## config.mk

```make
export PLATFORM = sky130hd
export DESIGN_NAME = vend_ctrl_top
export DESIGN_NICKNAME = d
export VERILOG_FILES = /design/src/rtl/vend_pkg.sv /design/src/rtl/vend_btn_edge.sv /design/src/rtl/vend_ev_arb.sv /design/src/rtl/vend_credit_fsm.sv /design/src/rtl/vend_ctrl_top.sv
export SDC_FILE = /design/constraint.sdc
export NUM_CORES = 1
export LEC_CHECK = 0
export BUFFER_PORTS_ARGS = -buffer_cell sky130_fd_sc_hd__buf_4
export CELL_PAD_IN_SITES_DETAIL_PLACEMENT = 1
export CELL_PAD_IN_SITES_GLOBAL_PLACEMENT = 2
export CORE_ASPECT_RATIO = 0.5
export CORE_MARGIN = 2
export CORE_UTILIZATION = 36
export CTS_CLUSTER_DIAMETER = 30
export DETAILED_ROUTE_END_ITERATION = 8
export PLACE_DENSITY = 0.82
export SYNTH_ARGS = -nofsm -noshare
export SYNTH_HDL_FRONTEND = slang
export SYNTH_SLANG_ARGS = --single-unit
```

## constraint.sdc

```tcl
create_clock -name clk_i -period 2.43 [get_ports clk_i]
set_input_delay 0.486 -clock clk_i [delete_from_list [all_inputs] [get_ports clk_i]]
set_output_delay 0.486 -clock clk_i [all_outputs]
set_load 0.01 [all_outputs]
```

## src/rtl/vend_pkg.sv

```systemverilog
package vend_pkg;
  localparam int BTN_N       = 4;
  localparam int BTN_COIN_LO = 0;
  localparam int BTN_COIN_HI = 1;
  localparam int BTN_CONFIRM = 2;
  localparam int BTN_CANCEL  = 3;

  typedef enum logic [2:0] {
    EV_NONE,
    EV_COIN_LO,
    EV_COIN_HI,
    EV_CONFIRM,
    EV_CANCEL
  } vend_ev_e;
endpackage

```

## src/rtl/vend_btn_edge.sv

```systemverilog
module vend_btn_edge #(
  parameter int SYNC_STAGES = 2
) (
  input  logic clk_i,
  input  logic rst_ni,
  input  logic btn_ni,
  output logic pulse_o
);
  logic [SYNC_STAGES-1:0] sync_q;
  logic                   prev_q;

  generate
    if (SYNC_STAGES == 1) begin : g_one
      always_ff @(posedge clk_i or negedge rst_ni)
        if (!rst_ni) sync_q <= '1;
        else         sync_q <= btn_ni;
    end else begin : g_chain
      always_ff @(posedge clk_i or negedge rst_ni)
        if (!rst_ni) sync_q <= '1;
        else         sync_q <= {sync_q[SYNC_STAGES-2:0], btn_ni};
    end
  endgenerate

  always_ff @(posedge clk_i or negedge rst_ni)
    if (!rst_ni) prev_q <= 1'b1;
    else         prev_q <= sync_q[SYNC_STAGES-1];

  // high-to-low on the synchronized line
  assign pulse_o = prev_q & ~sync_q[SYNC_STAGES-1];

  p_pulse_single_r10: assert property (@(posedge clk_i) disable iff (!rst_ni)
    pulse_o |=> !pulse_o);
endmodule

```

## src/rtl/vend_ev_arb.sv

```systemverilog
module vend_ev_arb
  import vend_pkg::*;
(
  input  logic [BTN_N-1:0] pulse_i,
  output vend_ev_e         ev_o
);
  always_comb begin
    ev_o = EV_NONE;
    if      (pulse_i[BTN_CANCEL])  ev_o = EV_CANCEL;
    else if (pulse_i[BTN_CONFIRM]) ev_o = EV_CONFIRM;
    else if (pulse_i[BTN_COIN_HI]) ev_o = EV_COIN_HI;
    else if (pulse_i[BTN_COIN_LO]) ev_o = EV_COIN_LO;
  end

  always_comb begin
    if (pulse_i != '0) p_any_event_r9: assert (ev_o != EV_NONE);
  end
endmodule

```

## src/rtl/vend_credit_fsm.sv

```systemverilog
module vend_credit_fsm
  import vend_pkg::*;
#(
  parameter int AMT_W       = 4,
  parameter int PRICE       = 10,
  parameter int COIN_LO_VAL = 5,
  parameter int COIN_HI_VAL = 10,
  parameter int CREDIT_MAX  = 15
) (
  input  logic             clk_i,
  input  logic             rst_ni,
  input  vend_ev_e         ev_i,
  output logic             vend_o,
  output logic [AMT_W-1:0] credit_o,
  output logic [AMT_W-1:0] change_o
);
  localparam int EXT_W = AMT_W + 1;
  localparam logic [EXT_W-1:0] LO_X    = EXT_W'(COIN_LO_VAL);
  localparam logic [EXT_W-1:0] HI_X    = EXT_W'(COIN_HI_VAL);
  localparam logic [EXT_W-1:0] MAX_X   = EXT_W'(CREDIT_MAX);
  localparam logic [AMT_W-1:0] PRICE_A = AMT_W'(PRICE);

  logic [AMT_W-1:0] credit_q, credit_d, change_q, change_d;
  logic             vend_q, vend_d;
  logic [EXT_W-1:0] sum_lo, sum_hi;

  assign sum_lo = {1'b0, credit_q} + LO_X;
  assign sum_hi = {1'b0, credit_q} + HI_X;

  always_comb begin
    credit_d = credit_q;
    change_d = change_q;
    vend_d   = 1'b0;
    unique case (ev_i)
      EV_CANCEL: begin
        change_d = credit_q;
        credit_d = '0;
      end
      EV_CONFIRM: begin
        change_d = '0;
        if (credit_q >= PRICE_A) begin
          vend_d   = 1'b1;
          change_d = credit_q - PRICE_A;
          credit_d = '0;
        end
      end
      EV_COIN_HI: begin
        change_d = '0;
        if (sum_hi <= MAX_X) credit_d = sum_hi[AMT_W-1:0];
      end
      EV_COIN_LO: begin
        change_d = '0;
        if (sum_lo <= MAX_X) credit_d = sum_lo[AMT_W-1:0];
      end
      default: ;
    endcase
  end

  always_ff @(posedge clk_i or negedge rst_ni)
    if (!rst_ni) begin
      credit_q <= '0;
      change_q <= '0;
      vend_q   <= 1'b0;
    end else begin
      credit_q <= credit_d;
      change_q <= change_d;
      vend_q   <= vend_d;
    end

  assign vend_o   = vend_q;
  assign credit_o = credit_q;
  assign change_o = change_q;

  p_credit_cap_r3: assert property (@(posedge clk_i) disable iff (!rst_ni)
    {1'b0, credit_q} <= MAX_X);
  p_credit_step_r2: assert property (@(posedge clk_i) disable iff (!rst_ni)
    (int'(credit_q) % COIN_LO_VAL) == 0);
  p_vend_single_r4: assert property (@(posedge clk_i) disable iff (!rst_ni)
    vend_q |=> !vend_q);
  p_vend_empty_r5: assert property (@(posedge clk_i) disable iff (!rst_ni)
    vend_q |-> credit_q == '0);
  p_cancel_refund_r7: assert property (@(posedge clk_i) disable iff (!rst_ni)
    ev_i == EV_CANCEL |=> credit_q == '0 && !vend_q && change_q == $past(credit_q));
  p_idle_hold_r8: assert property (@(posedge clk_i) disable iff (!rst_ni)
    ev_i == EV_NONE |=> $stable(credit_q) && $stable(change_q) && !vend_q);
  p_low_confirm_r6: assert property (@(posedge clk_i) disable iff (!rst_ni)
    (ev_i == EV_CONFIRM && credit_q < PRICE_A) |=> !vend_q && $stable(credit_q));
endmodule

```

## src/rtl/vend_ctrl_top.sv

```systemverilog
module vend_ctrl_top
  import vend_pkg::*;
#(
  parameter int AMT_W       = 4,
  parameter int PRICE       = 10,
  parameter int COIN_LO_VAL = 5,
  parameter int COIN_HI_VAL = 10,
  parameter int CREDIT_MAX  = 15,
  parameter int SYNC_STAGES = 2
) (
  input  logic             clk_i,
  input  logic             rst_ni,
  input  logic             coin_lo_ni,
  input  logic             coin_hi_ni,
  input  logic             confirm_ni,
  input  logic             cancel_ni,
  output logic             vend_o,
  output logic [AMT_W-1:0] credit_o,
  output logic [AMT_W-1:0] change_o
);
  logic [BTN_N-1:0] btn_n, pulse;
  vend_ev_e         ev;

  always_comb begin
    btn_n              = '1;
    btn_n[BTN_COIN_LO] = coin_lo_ni;
    btn_n[BTN_COIN_HI] = coin_hi_ni;
    btn_n[BTN_CONFIRM] = confirm_ni;
    btn_n[BTN_CANCEL]  = cancel_ni;
  end

  for (genvar g = 0; g < BTN_N; g++) begin : g_btn
    vend_btn_edge #(.SYNC_STAGES(SYNC_STAGES)) u_edge (
      .clk_i  (clk_i),
      .rst_ni (rst_ni),
      .btn_ni (btn_n[g]),
      .pulse_o(pulse[g])
    );
  end

  vend_ev_arb u_arb (
    .pulse_i(pulse),
    .ev_o   (ev)
  );

  vend_credit_fsm #(
    .AMT_W      (AMT_W),
    .PRICE      (PRICE),
    .COIN_LO_VAL(COIN_LO_VAL),
    .COIN_HI_VAL(COIN_HI_VAL),
    .CREDIT_MAX (CREDIT_MAX)
  ) u_fsm (
    .clk_i   (clk_i),
    .rst_ni  (rst_ni),
    .ev_i    (ev),
    .vend_o  (vend_o),
    .credit_o(credit_o),
    .change_o(change_o)
  );
endmodule

```

* Word-level counts from Yosys, hierarchy flattened
Cells that the tools add are included.
** Word-level totals
- Flip-flop bits (word level) :: 21
- Output and inout bits :: 9
- Bits in writable memories :: 0
- Memories kept :: 0
- Bits in read-only memories :: 0
- Bits in latches :: 0
- Input port bits :: 6
** Operators by class
- Reductions and logical operators :: 4
- $mul :: 0
- Add/sub/neg operators :: 3
- Muxes and demuxes :: 12
- Bitwise operators :: 8
- Div/mod/pow operators :: 0
- Shifts and indexed selects :: 0
- Eq/ne operators :: 7
- Order comparisons :: 3
** Operators by type and width (number)
- $mux 4 :: 4
- $pmux 4 s4 :: 1
- $pmux 4 s3 :: 1
- $le 5x4->1 const B :: 2
- $mux 3 :: 3
- $eq 3x2->1 const B :: 2
- $ne 2x1->1 const B :: 3
- $add 4x3->5 const B :: 1
- $add 4x4->5 const B :: 1
- $and 1x1->1 :: 4
- $ge 4x4->1 const B :: 1
- $not 1->1 :: 4
- $reduce_and 4->1 :: 1
- $reduce_bool 4->1 :: 1
- $sub 4x4->4 const B :: 1
- $eq 3x1->1 const B :: 1
- $eq 3x3->1 const B :: 1
- $mux 1 :: 3
- $reduce_bool 3->1 :: 1
- $reduce_or 2->1 :: 1

* Depth between registers and ports, before layout
Gate-level depths: netlist of the first run.
- Word-level depth :: 9
- Gate-level depth with buffers :: 8
- Mapped depth without buffers :: 7

* Cells and area by module
From an unflattened synthesis of the first run, not the netlist that was laid out.
** Unflattened totals
- Cell total of the unflattened synthesis :: 93
- Area, all modules :: 1153.6 sq um
** Modules (own cells, without submodules)
- vend_credit_fsm :: cells each 71, area an instance 749.5 sq um, instances 1, sequential area each 225.2 sq um
- vend_btn_edge :: cells each 4, area an instance 92.6 sq um, instances 4, sequential area each 78.8 sq um
- vend_ev_arb :: cells each 6, area an instance 33.8 sq um, instances 1, sequential area each 0.0 sq um

* Least setup slack after synthesis of the first run
OpenSTA, ideal clock, no wires.
- Kind :: reg2reg
- Start point :: register u_fsm.credit_q[1], in the netlist u_fsm.credit_o[1]
- End point :: register u_fsm.credit_q[3], in the netlist u_fsm.credit_o[3]
- Setup time :: 0.092 ns
- Cell stages (with the launch flop) :: 8
- Arrival :: 1.955 ns
- Slack :: 0.383 ns
- Cells stage by stage :: dfrtp_1 -> inv_1 -> ha_1 -> nand2_1 -> a41o_1 -> a221oi_4 -> o31ai_2 -> o31ai_2
** Between the ends
- Cells in the longest elaborated chain, start to end :: 4
- Elaborated cells between the ends (all ways) :: 12
- Those cells by class :: add/sub: 2; order compare: 3; eq/ne: 3; mux: 3; reduce/logical: 1
** Ends and longest elaborated chain
- start: declaration :: line vend_credit_fsm.sv:23 : logic [AMT_W-1:0] credit_q, credit_d, change_q, change_d;
- start signal: assignment :: line vend_credit_fsm.sv:65 : credit_q <= credit_d;
- $add 4x3->5 or $add 4x4->5 (tied branches) :: line vend_credit_fsm.sv:27, vend_credit_fsm.sv:28
- $le 5x4->1, on equally long branches :: line vend_credit_fsm.sv:53, vend_credit_fsm.sv:49
- $ne 2x1->1 (no source line)
- $reduce_and 4->1 (no source line)
Parallel ways exist; a longest one is shown, timed or not. The select of a mux whose other input is x is not followed.
A chain may end at the register's enable or synchronous reset.

* Worst setup path after layout of the first run
- Start point :: register u_fsm.credit_q[1], in the netlist u_fsm.credit_o[1]
- End point :: register u_fsm.credit_q[2], in the netlist u_fsm.credit_o[2]
The elaborated chain is that of the path after synthesis.

==> results by stage, run 1 <==
Setup path:
- The critical path data arrival time is 2.31 ns.
- The required arrival time at the worst endpoint is 2.57 ns.
- STA classifies the critical path endpoint as a flip-flop.
- The slowest stage of the critical path is the dfrtp_1 cell.
- The startpoint type of the worst setup path is a flip-flop.
- The delay contributed by the slowest stage of the critical path is 0.50 ns.
- The signal on the critical path passes through inv_1, ha_1, nand2_1, a41o_1, a221oi_4, a21boi_0, o22ai_1.
- The critical path class is flip-flop to flip-flop.
- The top fanout value on the critical path is 9.
- The path depth of the worst reg2reg path is 7.

Finish:
- The sequential standard cell area is 541.8 µm².
- The signed area change from the synthesized netlist to the final layout is 18.35%.
- The number of nets in the layout is 125.
- In the layout the commonest cells are buf_4, dfstp_2, dfrtp_1.
- The share of final-layout standard cells stronger than drive strength 1 is 0.3604.
- The most common library cell in the layout ignoring fill and taps is buf_4.
- In the final layout, the multi-input gates occupy 506.7 µm².
- Counting the fill cells in the layout gives 304.
- The number of antenna repair diodes is 0.
- Leaving out filler cells and counting taps, the final layout contains 148.
- The design area is 1275 µm².

Yosys:
- Averaged over all synthesized cells, the footprint is 11.58 µm².
- The primary flip-flop cell chosen by synthesis mapping is dfstp_2.
- The total nets after synthesis is 106.
- The number of warnings reported in the yosys synthesis log is 0.
- The number of instances in the synthesized netlist is 93.
- The post-synthesis instance area is 1077 µm².
- The synthesized flop and latch total is 21.
- The proportion of register bits with asynchronous set or reset after synthesis is 1.000.
- For this run, the register share of the synthesized area comes to 0.5017.
- The number of distinct standard cells referenced by the synthesized netlist is 32.
- The number of enable flip-flop cells after synthesis is 0.

STA:
- The final period utilization is 0.8920.
- For the pin with the worst max-slew slack, the measured transition is 0.6078 ns.
- The total count of hold-check failures in the final report is 0.
- The number of max-slew violations in the final report was 0.
- Setup repair after global routing left no endpoint under its margin.
- Across the routed clock network, the largest skew measured is 0.01215 ns.
- Derived from the worst setup path, the maximum achievable clock frequency is 461.3 MHz.
- Summed over all failing endpoints, the final setup total negative slack is 0 ns.
- The time the final worst path needs with I/O delays and setup is 2.168 ns.
- The worst pin sits at a relative slew slack of 0.5915.
- Setup violations remaining at the end of the flow were counted as 0.

Floorplan:
- The total area inside the core boundary comes to 2716 µm².
- The floorplan has 13 rows.
- The initial standard-cell utilization of the core is 0.3966.
- 15 I/O pins were placed.
- The die covers 3472 µm².
- The horizontal die dimension is 81.36 µm.
- The die is 42.68 µm tall.

Clock network:
- The hold buffer count at cts is 0.
- The clock transition at the register clock pins on the worst setup and hold paths after CTS is 0.09 ns.
- TritonCTS built the clock tree.
- Buffers added to address setup during post-CTS repair amount to 0.
- The later pin in the worst-skew pair is clocked with a latency of 0.27 ns.
- The tree is rooted in a clkbuf_8.
- The TritonCTS sink count is 21.
- The buffer depth of the longest clock path is 2.
- CTS built an H-tree with a depth of 1.
- The TritonCTS buffer count is 3.

Hold path:
- The path category of the worst min-delay check is primary input to async pin.

GRT:
- The number of antenna violations at the first check in global routing is 0.
- The number of global-route vias before repair is 786.
- The remaining global-route overflow is 0.
- Entering global routing, the biggest net connects 22 pins.
- For this run, the total global-route usage over all layers was measured as 0.1592.
- The first global-routing pass estimated 3995 µm of wire.

Routing:
- After detailed routing, the number of remaining DRC violations is 0.
- The length of the first detailed-routing pass in iterations is 4.
- The total number of vias is 777.
- The number of antenna-violating nets in the routed design is 0.
- The DRC violation total after the first TritonRoute iteration is 15.
- After detailed routing, the total wire length is 2413 µm.
- The average vias per placed instance is 5.250.
- The routed wirelength normalized by instance count is 16.30 µm.

Pwr:
- IR analysis of the VDD net gives a maximum drop of 0.0003668 V.
- Dividing total power by cell area gives a power density of 713.8 nW/µm².
- For this design the static power due to leakage is 0.0005419 µW.

Flow run:
- The number of violations of the max-capacitance limit is 0.

Run status:
- The flow ran to the end, and the final reports show no timing, DRC or antenna violations.

Placement:
- Once detailed placement completed, the half-perimeter wirelength came to 1799 µm.
- Counting tap cells, the placed design contains a total of 144 instances.
- At the end of routability-driven placement, the weighted congestion stood at 0.8802.
- The number of buffers added on ports is 14.
- The placed cell area is 1225 µm².
-- per-stage QoR --
step	utilization	hold slack (ns)	setup slack, ns	power, µW
2_1_floorplan	-	0.1904	0.3833	578.0
3_3_place_gp	0.4509	0.3457	0.2506	664.1
3_5_place_dp	0.4509	0.3470	0.1890	673.5
4_1_cts	0.4689	0.08851	0.1534	919.1
5_1_grt	0.4694	0.09064	0.09455	967.6
6_report	0.4694	0.08086	0.2623	910.1
-- state kept, by name, indices dropped and copies added, names as in the netlist --
register             count
g_btn.u_edge.prev_q      4
u_fsm.vend_o             1
u_fsm.credit_o           4
u_fsm.change_o           4
g_btn.u_edge.sync_q      8
-- cell usage after synthesis (2+ instances only) --
cell      instances  area share
nand4_1           2       0.012
inv_1             5       0.017
and2b_1           2       0.014
dfrtp_1           9        0.21
a21oi_1           5       0.023
o31ai_2           2       0.023
nor2_1            6       0.021
ha_1              7       0.081
nor2b_1           2       0.012
nand2b_1          5       0.029
o21ai_1           7       0.033
nand2_1           6       0.021
nor3_1            4       0.019
a22oi_1           2       0.014
dfstp_2          12        0.29
-- metal layers --
metal  part of all wire  wire, µm  global-route usage  vias to the layer above
li1                   -         -                   -                      366
met1               0.47      1143              0.2110                      393
met2               0.48      1148              0.2574                       14
met3              0.043       103             0.05106                        4
met4             0.0075        18             0.03051                        0
met5                  0         0                   0                        -
-- critical path, delay by kind of cell, from the launching register on --
family                     cells  cell delay [ns]
AOI/OAI and AO/OA              4             0.96
adders and majority gates      1             0.35
and+or+nand+nor                1             0.06
DFF                            1             0.50
buffers and inverters          1             0.17
-- power by group --
part	switching [µW]	leakage, µW	total [µW]	internal (µW)
clock	126	0.0000217	242	116
combinational	130	0.000273	238	108
sequential	41.6	0.000247	430	389
-- final cells by class --
class                           count  share of cell area
Inverter                            5             0.01472
Clock buffer                        3             0.03238
Sequential cell                    21              0.4249
Tap cell                           37             0.03631
Clock inverter                      1            0.005888
Multi-Input combinational cell     66              0.3974
Timing Repair Buffer               15             0.08832
-- cell families after synthesis --
logic type,Yosys count,share of synthesized area
compound gates,26,0.2114
buf+inv,6,0.02788
mux,1,0.009292
flops,21,0.5017
simple gates,32,0.1684
fa+ha+maj,7,0.08130
-- worst paths after layout --
check | slack (ns) | start | to
max | 0.26 | u_fsm.credit_o[1] | u_fsm.credit_o[2]
min reg2reg | 0.36 | g_btn[3].u_edge.sync_q[0] | g_btn[3].u_edge.sync_q[1]
max in group asynchronous | 2.06 | rst_ni | g_btn[2].u_edge.prev_q
min | 0.08 | rst_ni | u_fsm.change_o[3]
min in group clk_i | 0.33 | confirm_ni | g_btn[2].u_edge.sync_q[0]
max reg2reg | 0.26 | u_fsm.credit_o[1] | u_fsm.credit_o[2]
-- what timing repair did --
| action | CTS | global route |
|---|---|---|
| endpoints found under the setup margin | 0 | 2 |
| hold endpoints to repair | 0 | 0 |
| gates resized for setup | 0 | 1 |
(Power assumes the default switching activity.)
==> run 2, diff against run 1 <==
Settings changed: CORE_UTILIZATION 36 to 38, CTS_BUF_LIST from default to sky130_fd_sc_hd__clkbuf_8, CTS_CLUSTER_DIAMETER 30 to 80, PLACE_DENSITY 0.82 to 0.85.
==> results by stage, run 2 (synthesis gave the netlist of run 1 again) <==
Routing:
- The average vias per placed instance came to 4.987 (-5.0%).
- The routed wirelength normalized by instance count was 14.93 µm (-8.4%).
- The number of antenna-violating nets in the routed design is 0 (unchanged).
- The length of the first detailed-routing pass in iterations is 3 (-1).
- The DRC violations left is 0 (unchanged).
- The DRC violation total after the first TritonRoute iteration was 41 (+26).
- The total number of vias is 748 (-3.7%).
- The total wirelength of the detailed-routed design was 2239 µm (-7.2%).

GRT:
- The global router's overall resource usage is 0.1509 (-0.008375).
- The first-pass GRT wire length is 3850 µm (-3.6%).
- The maximum number of pins on one net before global-route repair came to 22 (unchanged).
- The remaining global-route overflow is 0 (unchanged).
- The number of antenna violations at the first check in global routing was 0 (unchanged).
- The number of global-route vias before repair is 790 (+0.51%).

Floorplan:
- The die footprint is 3303 µm² (-4.9%).
- The die height is 41.65 µm (-2.4%).
- The total I/O pin count came to 15 (unchanged).
- The number of standard-cell rows in the floorplan is 13 (unchanged).
- The initial standard-cell utilization of the core is 0.4063 (+0.009732).
- The core area came to 2651 µm² (-2.4%).
- The horizontal die dimension is 79.30 µm (-2.5%).

STA:
- The time the final worst path needs with I/O delays and setup was 2.125 ns (-0.04303 ns).
- The post-route setup TNS is 0 ns (unchanged).
- The total count of hold-check failures in the final report is 0 (unchanged).
- The clock skew is 0.004248 ns (-0.007904 ns).
- The number of endpoints failing setup at the final stage is 0 (unchanged).
- The post-route worst setup slack is 0.3054 ns (+0.04303 ns).
- The worst slew slack as a fraction of its limit is 0.5466 (-0.04489).
- Setup repair after global routing left no endpoint under its margin.
- The fmax is 470.7 MHz (+2.0%).
- The transition time at the pin with the least slew margin came to 0.6745 ns (+0.06678 ns).
- The number of max-slew violations in the final report is 0 (unchanged).
- The final period utilization is 0.8743 (-0.01771).

Setup path:
- The minimum setup slack among reg-to-reg paths was 0.31 ns (+0.04 ns).
- The required arrival time at the worst endpoint is 2.60 ns (+0.03 ns).
- The critical path data arrival time came to 2.30 ns (about the same).
- The path depth of the worst reg2reg path came to 7 (unchanged).
- The worst register-to-register path ends at u_fsm.credit_o[3].
- STA classifies the critical path endpoint as a flip-flop.
- The top fanout value on the critical path came to 7 (-2).
- Among all stages on the critical path, the largest delay is contributed by dfrtp_1.
- The delay contributed by the slowest stage of the critical path was 0.47 ns (-0.03 ns).
- The startpoint of the worst register-to-register path is u_fsm.credit_o[1].
- The critical path in this run is classified as flip-flop to flip-flop.
- The cell that appears most often on the critical path is o31ai_2.
- The worst setup path is launched from a flip-flop.
- The critical path goes through inv_1, ha_1, nand2_1, a41o_1, a221oi_4, o31ai_2, o31ai_2.

Hold path:
- The path category of the worst min-delay check is primary input to async pin.

Finish:
- Leaving out fill and tap cells, the most frequent cells in the layout are buf_4, dfstp_2, dfrtp_1.
- The utilization after layout is 0.4856 (+0.01624).
- The number of flip-flops in the largest register is 8 (unchanged).
- The number of antenna repair diodes is 0 (unchanged).
- The library cell used most frequently in the layout, excluding fill and tap cells, is buf_4.
- The number of fillers in the final layout was 302 (-0.66%).
- The share of final-layout standard cells stronger than drive strength 1 came to 0.3628 (+0.002471).
- The number of nets in the layout is 127 (+1.6%).
- The signed area change from the synthesized netlist to the final layout is 19.51%.
- g_btn.u_edge.sync_q holds more flip-flops than any other register.

Clock network:
- The TritonCTS buffer count is 3 (unchanged).
- The clock transition at the register clock pins on the worst setup and hold paths after CTS came to 0.08 ns (about the same).
- The total setup buffers inserted after CTS is 0 (unchanged).
- The buffer depth of the longest clock path is 2 (unchanged).
- The hold buffer count at cts is 0 (unchanged).
- The post-cts gate resize count is 0 (unchanged).
- The CTS H-tree depth was 1 (unchanged).
- The TritonCTS sink count is 21 (unchanged).
- The CTS tree is done.
- The later-pin clock latency in the skew report is 0.26 ns (about the same).
- The root cell of the clock tree is clkbuf_8.

Pwr:
- The power after layout is 909.2 µW (about the same).
- The total power per unit cell area is 706.2 nW/µm² (-1.1%).
- The leakage dissipation is 0.0005583 µW (+3.0%).
- The worst-case vdd ir drop was 0.0003528 V (-3.8%).

Run status:
- The run finished with clean final reports.

Placement:
- The final weighted congestion in routability-driven placement was 0.8115 (-7.8%).
- The number of buffers added on ports is 14 (unchanged).
- The estimated wirelength of the detail-placed design was 1670 µm (-7.2%).
- The worst setup slack before clock tree synthesis is 0.3291 ns (+0.1401 ns).

Flow run:
- The number of violations of the max-capacitance limit is 0 (unchanged).
-- run 2: cell types whose count changed in the layout (fill, tap and decap cells not counted), sizes merged --
| cell | before | now |
|---|---|---|
| buf | 15 | 17 |
| clkinvlp | 1 | 0 |
| inv | 5 | 6 |
-- run 2: how the worst max path moves through the flow --
stage | start | cells after the start | slack, ns | to
final | u_fsm.credit_o[1] | 7 | 0.31 | u_fsm.credit_o[3]
after global routing | u_fsm.credit_o[1] | 7 | 0.14 | u_fsm.credit_o[3]
after CTS | u_fsm.credit_o[1] | 7 | 0.31 | u_fsm.credit_o[3]
after detailed placement | u_fsm.credit_o[1] | 7 | 0.33 | u_fsm.credit_o[3]
after global placement | u_fsm.credit_o[1] | 7 | 0.46 | u_fsm.credit_o[3]
after floorplan | u_fsm.credit_o[1] | 7 | 0.38 | u_fsm.credit_o[3]
-- run 2: critical path: cells and delay by family (launching register included) --
family                     cells  cell delay [ns]
and+or+nand+nor                1             0.06
adders and majority gates      1             0.36
AOI/OAI and AO/OA              4             1.00
DFF                            1             0.47
buffers and inverters          1             0.14
-- run 2: metrics by stage --
stage / cell area (µm²) / hold WS, ns / instances
after floorplan: 1077 / 0.1904 / 93
after global placement: 1240 / 0.3466 / 146
after detailed placement: 1240 / 0.3475 / 146
after CTS: 1287 / 0.09406 / 150
after global routing: 1287 / 0.09935 / 150
final: 1287 / 0.09083 / 150
-- run 2: area by class of cell --
cell class,count,area (µm²),share of cell area
tap,37,46.29,0.03596
multi-input combinational,66,506.7,0.3936
clock buffer,3,41.29,0.03207
clock inverter,1,6.256,0.004859
inverter,5,18.77,0.01458
timing repair buffer,17,127.6,0.09913
sequential,21,540.5,0.4198
-- run 2: layer usage --
layer  routed length, µm  up-vias  share of wire  track usage
met5                   0        -              0            0
met4                  39        0          0.017      0.04138
met3                  99        4          0.044      0.04783
met2                 933       15           0.42       0.2271
met1                1167      357           0.52       0.2108
li1                    -      372              -            -
-- run 2: where the power goes --
part	internal, µW	switching, µW
Clock	117	121
Sequential	388	30.4
Combinational	114	140
==> run 3, diff against run 2 <==
Settings changed: CORE_MARGIN 2 to 4, PLACE_DENSITY 0.85 to 0.83.
==> results by stage, run 3 (synthesis gave the netlist of run 1 again) <==
Run status:
- The run finished with clean final reports.

Routing:
- The DRC violation total after the first TritonRoute iteration is 36 (-12%).
- The DRC violations left came to 0 (unchanged).
- The average vias per placed instance is 5.113 (+2.5%).
- The length of the first detailed-routing pass in iterations is 4 (+1).
- The total wirelength of the detailed-routed design came to 2269 µm (+1.3%).
- The routed wirelength normalized by instance count is 15.13 µm (+1.3%).
- The number of antenna-violating nets in the routed design is 0 (unchanged).
- The total number of vias was 767 (+2.5%).

Floorplan:
- The core area is 2651 µm² (unchanged).
- The initial standard-cell utilization of the core is 0.4063 (unchanged).
- The die height is 45.65 µm (+9.6%).
- The horizontal die dimension is 83.30 µm (+5.0%).
- The total I/O pin count is 15 (unchanged).
- The die footprint is 3803 µm² (+15%).
- The number of standard-cell rows in the floorplan was 13 (unchanged).

Clock network:
- The later-pin clock latency in the skew report is 0.26 ns (about the same).
- The CTS H-tree depth was 1 (unchanged).
- The hold buffer count at cts is 0 (unchanged).
- The TritonCTS sink count was 21 (unchanged).
- The TritonCTS buffer count is 3 (unchanged).
- The total setup buffers inserted after CTS came to 0 (unchanged).
- Clock tree synthesis selected as its root buffer the cell clkbuf_8.
- The post-cts gate resize count is 0 (unchanged).
- The buffer depth of the longest clock path is 2 (unchanged).
- The clock transition at the register clock pins on the worst setup and hold paths after CTS came to 0.08 ns (about the same).
- The CTS tree is done.

Finish:
- The register with the most flip-flops is g_btn.u_edge.sync_q.
- The area of the multi-input gates was 506.7 µm² (unchanged).
- The share of final-layout standard cells stronger than drive strength 1 is 0.3628 (unchanged).
- The number of flip-flops in the largest register was 8 (unchanged).
- The most common library cell in the layout ignoring fill and taps is buf_4.
- The design area is 1287 µm² (unchanged).
- The number of antenna repair diodes is 0 (unchanged).
- The signed area change from the synthesized netlist to the final layout is 19.51% (unchanged).
- The top cell types in the final layout, fill and taps aside, are buf_4, dfstp_2, dfrtp_1.
- The number of fillers in the final layout is 304 (+0.66%).
- The number of nets in the layout is 127 (unchanged).
- The sequential standard cell area came to 540.5 µm² (unchanged).

STA:
- The post-route worst setup slack is 0.4526 ns (+0.1472 ns).
- The total count of hold-check failures in the final report was 0 (unchanged).
- The number of max-slew violations in the final report is 0 (unchanged).
- The worst hold margin is 0.08758 ns (-0.003248 ns).
- The number of endpoints failing setup at the final stage is 0 (unchanged).
- The time the final worst path needs with I/O delays and setup is 1.977 ns (-0.1472 ns).
- The clock skew is 0.005259 ns (+0.001012 ns).
- Setup repair after global routing left no endpoint under its margin.
- The worst slew slack as a fraction of its limit was 0.5371 (-0.009494).
- The fmax is 505.7 MHz (+7.4%).
- The transition time at the pin with the least slew margin is 0.6887 ns (+0.01412 ns).
- The post-route setup TNS came to 0 ns (unchanged).
- The final period utilization came to 0.8138 (-0.06058).

Flow run:
- The number of violations of the max-capacitance limit was 0 (unchanged).

Pwr:
- The leakage dissipation is 0.0005583 µW (unchanged).
- The total power per unit cell area is 701.4 nW/µm² (-0.67%).
- The worst-case vdd ir drop is 0.0004388 V (+24%).
- The power after layout is 903.1 µW (-0.67%).

Setup path:
- The required arrival time at the worst endpoint came to 2.61 ns (about the same).
- Among all stages on the critical path, the largest delay is contributed by dfrtp_1.
- The delay contributed by the slowest stage of the critical path was 0.37 ns (-0.10 ns).
- In this design, the critical path's most frequently occurring cell is o31ai_2.
- The top fanout value on the critical path was 4 (-3).
- The worst setup path is launched from a flip-flop.
- The critical path data arrival time is 2.15 ns (-0.15 ns).
- The worst setup path is of the flip-flop to flip-flop kind.
- The number of buffer and inverter instances along the worst setup path is 1 (unchanged).
- The critical path goes through inv_1, ha_1, nand2_1, a41o_1, a221oi_4, o31ai_2, o31ai_2.
- Among cell families on the critical path, the largest total delay comes from compound AO/OA/AOI/OAI gates.
- The kind of end point of the critical path is a flip-flop.

Placement:
- The number of buffers added on ports is 14 (unchanged).
- The worst setup slack before clock tree synthesis is 0.4523 ns (+0.1232 ns).
- The final weighted congestion in routability-driven placement is 0.8170 (+0.68%).
- The estimated wirelength of the detail-placed design was 1761 µm (+5.4%).
- The placed cell area is 1240 µm² (unchanged).

GRT:
- The remaining global-route overflow was 0 (unchanged).
- The number of antenna violations at the first check in global routing is 0 (unchanged).
- The first-pass GRT wire length was 3877 µm (+0.70%).
- The number of global-route vias before repair is 821 (+3.9%).
- The maximum number of pins on one net before global-route repair is 22 (unchanged).
- The global router's overall resource usage came to 0.1319 (-0.01897).

Hold path:
- The tightest min-delay check is of the primary input to async pin type.
-- run 3: cell counts in the layout (fill, tap and decap cells not counted) --
No cell type changed its count.
-- run 3: layout make-up --
cell class,instances,share of cell area
Sequential cell,21,0.4198
Multi-Input combinational cell,66,0.3936
Timing Repair Buffer,17,0.09913
Tap cell,37,0.03596
Clock buffer,3,0.03207
Inverter,5,0.01458
Clock inverter,1,0.004859
-- run 3: per-layer routing --
layer  global-route usage  vias up  share of wire
met5                    0        -              0
met4             0.009772        0         0.0026
met3              0.03971        2          0.036
met2               0.2325       10           0.49
met1               0.1715      383           0.47
li1                     -      372              -
-- run 3: power breakdown --
| part | total, µW | leakage [µW] | internal, µW | switching, µW |
|---|---|---|---|---|
| clock network | 230 | 0.0000260 | 116 | 114 |
| registers | 414 | 0.000248 | 388 | 25.4 |
| logic | 259 | 0.000284 | 114 | 145 |
| total | 903 | 0.000558 | 619 | 285 |
-- run 3: final timing paths --
path / start / end / slack, ns / cells after the start
setup / recovery: u_fsm.credit_o[1] / u_fsm.credit_o[3] / 0.45 / 7
hold / removal: rst_ni / u_fsm.credit_o[3] / 0.09 / 1
setup reg to reg: u_fsm.credit_o[1] / u_fsm.credit_o[3] / 0.45 / 7
hold reg to reg: g_btn[1].u_edge.sync_q[0] / g_btn[1].u_edge.sync_q[1] / 0.36 / 0
max in group asynchronous: rst_ni / g_btn[3].u_edge.sync_q[1] / 2.07 / 1
min in group clk_i: coin_hi_ni / g_btn[1].u_edge.sync_q[0] / 0.33 / 1
-- run 3: metrics by stage --
step	std cells	utilization
2_1_floorplan	93	-
5_1_grt	150	0.4856
4_1_cts	150	0.4856
6_report	150	0.4856
3_5_place_dp	146	0.4677
3_3_place_gp	146	0.4677
